<file path="config.mk">
export PLATFORM = sky130hd
export DESIGN_NAME = addr_step_sel
export DESIGN_NICKNAME = d
export VERILOG_FILES = /design/src/rtl/addr_step_sel.sv
export SDC_FILE = /design/constraint.sdc
export NUM_CORES = 1
export LEC_CHECK = 0
export BUFFER_PORTS_ARGS = -buffer_cell sky130_fd_sc_hd__buf_4
export CAP_MARGIN = 15
export CORE_MARGIN = 2
export CORE_UTILIZATION = 60
export DETAILED_ROUTE_END_ITERATION = 6
export PLACE_DENSITY = 0.81
export SETUP_SLACK_MARGIN = 0.2
export SYNTH_ARGS = -nofsm -noshare
export SYNTH_HDL_FRONTEND = slang
export SYNTH_SLANG_ARGS = --single-unit
</file>
<file path="constraint.sdc">
create_clock -name clk -period 8.2 [get_ports clk]
set_clock_uncertainty 0.1 [all_clocks]
set_input_delay 1.64 -clock clk [delete_from_list [all_inputs] [get_ports clk]]
set_output_delay 1.64 -clock clk [all_outputs]
set_load 0.02 [all_outputs]
</file>
<file path="src/rtl/addr_step_sel.sv">
module addr_step_sel #(
  parameter int AW     = 32,
  parameter int NREGS  = 8,
  parameter int SP_IDX = 7,
  localparam int SELW  = $clog2(NREGS)
) (
  input  logic            clk,
  input  logic            rst_n,
  input  logic [1:0]      size_i,
  input  logic [SELW-1:0] reg_i,
  input  logic            dec_i,
  input  logic            stb_i,
  input  logic            wr_en_i,
  input  logic [AW-1:0]   wr_data_i,
  output logic [2:0]      step_o,
  output logic [AW-1:0]   ea_o,
  output logic [AW-1:0]   next_o,
  output logic [AW-1:0]   reg_o
);
  logic [AW-1:0] bank [NREGS];
  logic          is_sp;

  assign is_sp = (reg_i == SELW'(SP_IDX));
  assign reg_o = bank[reg_i];

  always_comb begin
    unique casez (size_i)
      2'b1?:   step_o = 3'd4;
      2'b01:   step_o = 3'd2;
      default: step_o = is_sp ? 3'd2 : 3'd1;
    endcase
  end

  assign next_o = dec_i ? reg_o - AW'(step_o) : reg_o + AW'(step_o);
  assign ea_o   = dec_i ? next_o : reg_o;

  always_ff @(posedge clk or negedge rst_n) begin
    if (!rst_n) begin
      for (int i = 0; i < NREGS; i++) bank[i] <= '0;
    end else if (wr_en_i) begin
      bank[reg_i] <= wr_data_i;
    end else if (stb_i) begin
      bank[reg_i] <= next_o;
    end
  end
endmodule


</file>
==> results.toml <==
[status]
status = "finished clean"

[logic_synthesis]
synth-simple-area-share_pct = 15.4
synth_compound_area_share_pct = 22.5
syn_nets = 1596
ys_warn_count = 0
ys_seq_area_share_pct = 46.6
netlist_instances = 1526
synth_top_area_cell = "dfrtp_1"
synth_area_um2 = 13700
synth-xor-area-share_pct = 2.73
synth_edf_count = 0
synth.area.top_cells = "dfrtp_1, o21ai_0, nand2_1"
ys_ff_latch = 256
async_flop_share_pct = 100
synth_top_family_by_area = "compound AO/OA/AOI/OAI gates"
yosys_most_used_dff = "dfrtp_1"
synth.distinct_cells = 78
synthMuxAreaShare_pct = 6.27
synth_top_area_share_pct = 46.6
synth.avg_cell_area_um2 = 9.01
synth_adder_area_share_pct = 2.75

[die]
die_area_um2 = 24100
fp-row-count = 55
die_x_um = 155
coreArea_um2 = 22600
start_util_pct = 60.9
ioPinCount = 141
dieHeight_um = 155

[layout]
postLayoutCellArea_um2 = 16200
fillers = 1692
utilization_pct = 71.7
area_growth_pct = 17.8
largestRegisters = "bank: 256 flops"
largest_reg_flops = 256
antenna_cells = 0
drive_gt1_share_pct = 19.4
layout.nets = 1722
largest-register = "bank"

[drt]
vias = 12700
drtAntennaViolNets = 0
vias_per_cell = 6.48
drt_iter0_drc = 1394
dr.pass1.iters = 7
wire_per_inst_um = 23.0
route.detailed.drc = 0
drt_wl_total_um = 44800

[timing]
setup_ws_ps = 372
setup_viol = 0
slew_violations = 0
fin_crit_sh_pct = 95.5
setup_tns_ps = 0
final_hold_viol_count = 0
min_period_ps = 7830
fmax_ghz = 0.128
rsz0062_at_grt = "false"
slew_headroom_pct = 25.8
tightest_slew_ps = 1110

[hold_path]
hp-start = "bank[221]$_DFFE_PN0P_"
hp-class = "reg -> reg"

[clock_network]
post_cts_buffers = 0
postCtsResizedCells = 0
cts_hold_buf = 0
ctsLongestPathBuffers = 3
clock-sinks = 256
cts_tree = "built"
cts_buffers = 27
htreeDepth = 1
root_buffer = "clkbuf_16"
clock_latency_ps = 540
clkTransAtPathRegs_ps = 60

[setup_path]
crit_path_end_kind = "primary output"
worst_ep_required_time_ps = 6460
critical_path_arrival_ps = 6090
worstSetupPathType = "in -> out"
startpoint_type = "input pin"
crit_path_max_fanout = 26
reg2reg_from = "bank[162]$_DFFE_PN0P_"
startpoint = "reg_i[1]"

[place]
dp_slack_ps = 476
numPortBuffers = 140
dp_hpwl_um = 31000
gp_congestion = 1.02
postPlaceCellArea_um2 = 15300

[grt]
antenna_found_initial = 1
grt_use_total_pct = 37.2
grt_max_degree = 130
grt_overflow = 0
grt_pass1_vias = 12500
grt_first_pass_wirelength_um = 69100

[pwr]
ir_drop_mv = 0.221
leakage_nw = 7.52
p_total_mw = 5.61
power.density_nw_per_um2 = 346

[flow_run]
drv_cap = 0
==> metal layers <==
metal / global-route usage [%] / wire (µm) / vias to the layer above
met5: 0 / 13 / -
met4: 13.8 / 1530 / 2
met3: 11.1 / 5540 / 124
met2: 57.0 / 20100 / 772
met1: 50.5 / 17700 / 6073
li1: - / - / 5688
==> cell usage after synthesis (4+ instances only) <==
cell	number
nand2b_1	9
nand4_1	4
mux4_2	8
o21a_1	5
o22ai_1	56
a22oi_1	18
nor2b_1	15
or3_1	7
mux2i_1	35
o221ai_1	10
buf_4	5
o21ai_0	240
a221oi_1	7
a21boi_0	4
o31ai_1	4
and3_1	9
nor4_1	16
nor2_1	70
a221o_1	4
mux2_2	23
inv_1	21
xnor2_1	32
inv_2	4
a21oi_1	58
nor3_1	7
ha_1	27
o211ai_1	4
or2_2	5
buf_2	5
clkbuf_1	85
a21o_1	20
a31oi_1	16
a211oi_1	5
o21ai_1	24
and2_1	12
nand2_1	309
dfrtp_1	256
nand3_1	17
buf_1	6
xor2_1	9
==> worst max-delay path: stages <==
cell and delay (ps):
buf_4 270, buf_4 220, nor2_1 90, nand2_1 290, buf_4 270, o22ai_1 120
nor4_2 530, ha_1 400, a21o_1 220, a21o_1 180, a21oi_1 240, a21boi_0 270
o21ai_0 140, a21oi_1 130, a21oi_1 110, or3_1 330, and2_1 180, mux2_2 260
buf_4 160
==> power breakdown <==
group | internal [mW] | switching, mW | total [mW]
combinational | 0.942 | 1.53 | 2.48
sequential | 1.68 | 0.239 | 1.92
clock | 0.715 | 0.501 | 1.22
total | 3.34 | 2.27 | 5.61
==> area by class of cell <==
type / instances / area, µm² / share of cell area (%)
Multi-Input combinational cell: 1142 / 6950 / 42.9
Timing Repair Buffer: 199 / 1510 / 9.32
Tap cell: 285 / 357 / 2.20
Clock inverter: 11 / 115 / 0.711
Sequential cell: 256 / 6410 / 39.6
Clock buffer: 34 / 762 / 4.71
Inverter: 26 / 97.6 / 0.603
==> per-stage QoR <==
step                      std cells  hold WS [ps]
final                          1953           377
after global routing           1953           401
after CTS                      1953           380
after detailed placement       1908           367
after global placement         1908           355
after floorplan                1526           342
==> cells in the final DEF (no fill, tap or decap), types with 7 or more instances in the layout <==
master / instances
and3_1: 9
nor4_1: 10
o22ai_1: 56
xor2_1: 9
and2_1: 12
or3_1: 7
mux4_2: 8
buf_4: 196
ha_1: 27
nor2_1: 70
a22oi_1: 18
xnor2_1: 32
o21ai_1: 24
nor2b_1: 15
a31oi_1: 16
a21o_1: 20
dfrtp_1: 256
mux2i_1: 35
o221ai_1: 10
nand2b_1: 8
nand2_1: 300
clkbuf_16: 27
o21ai_0: 240
inv_1: 21
mux2_2: 23
nand2_2: 11
a21oi_1: 58
nand3_1: 17
==> final timing paths <==
check	to	cells past startpoint	slack (ps)
min in group asynchronous	bank[209]$_DFFE_PN0P_	1	1090
worst min-delay path	bank[221]$_DFFE_PN0P_	2	380
max in group asynchronous	bank[218]$_DFFE_PN0P_	2	5470
worst min register to register	bank[221]$_DFFE_PN0P_	2	380
worst max-delay path	ea_o[28]	19	370
worst max register to register	bank[252]$_DFFE_PN0P_	15	3200
==> logic make-up after synthesis <==
logic type	after synthesis
muxes	71
AOI/OAI and AO/OA	508
xor gates and xnor gates	42
DFF	256
buffers and inverters	128
and+or+nand+nor	491
adders and majority gates	30
(Power assumes the default switching activity.)
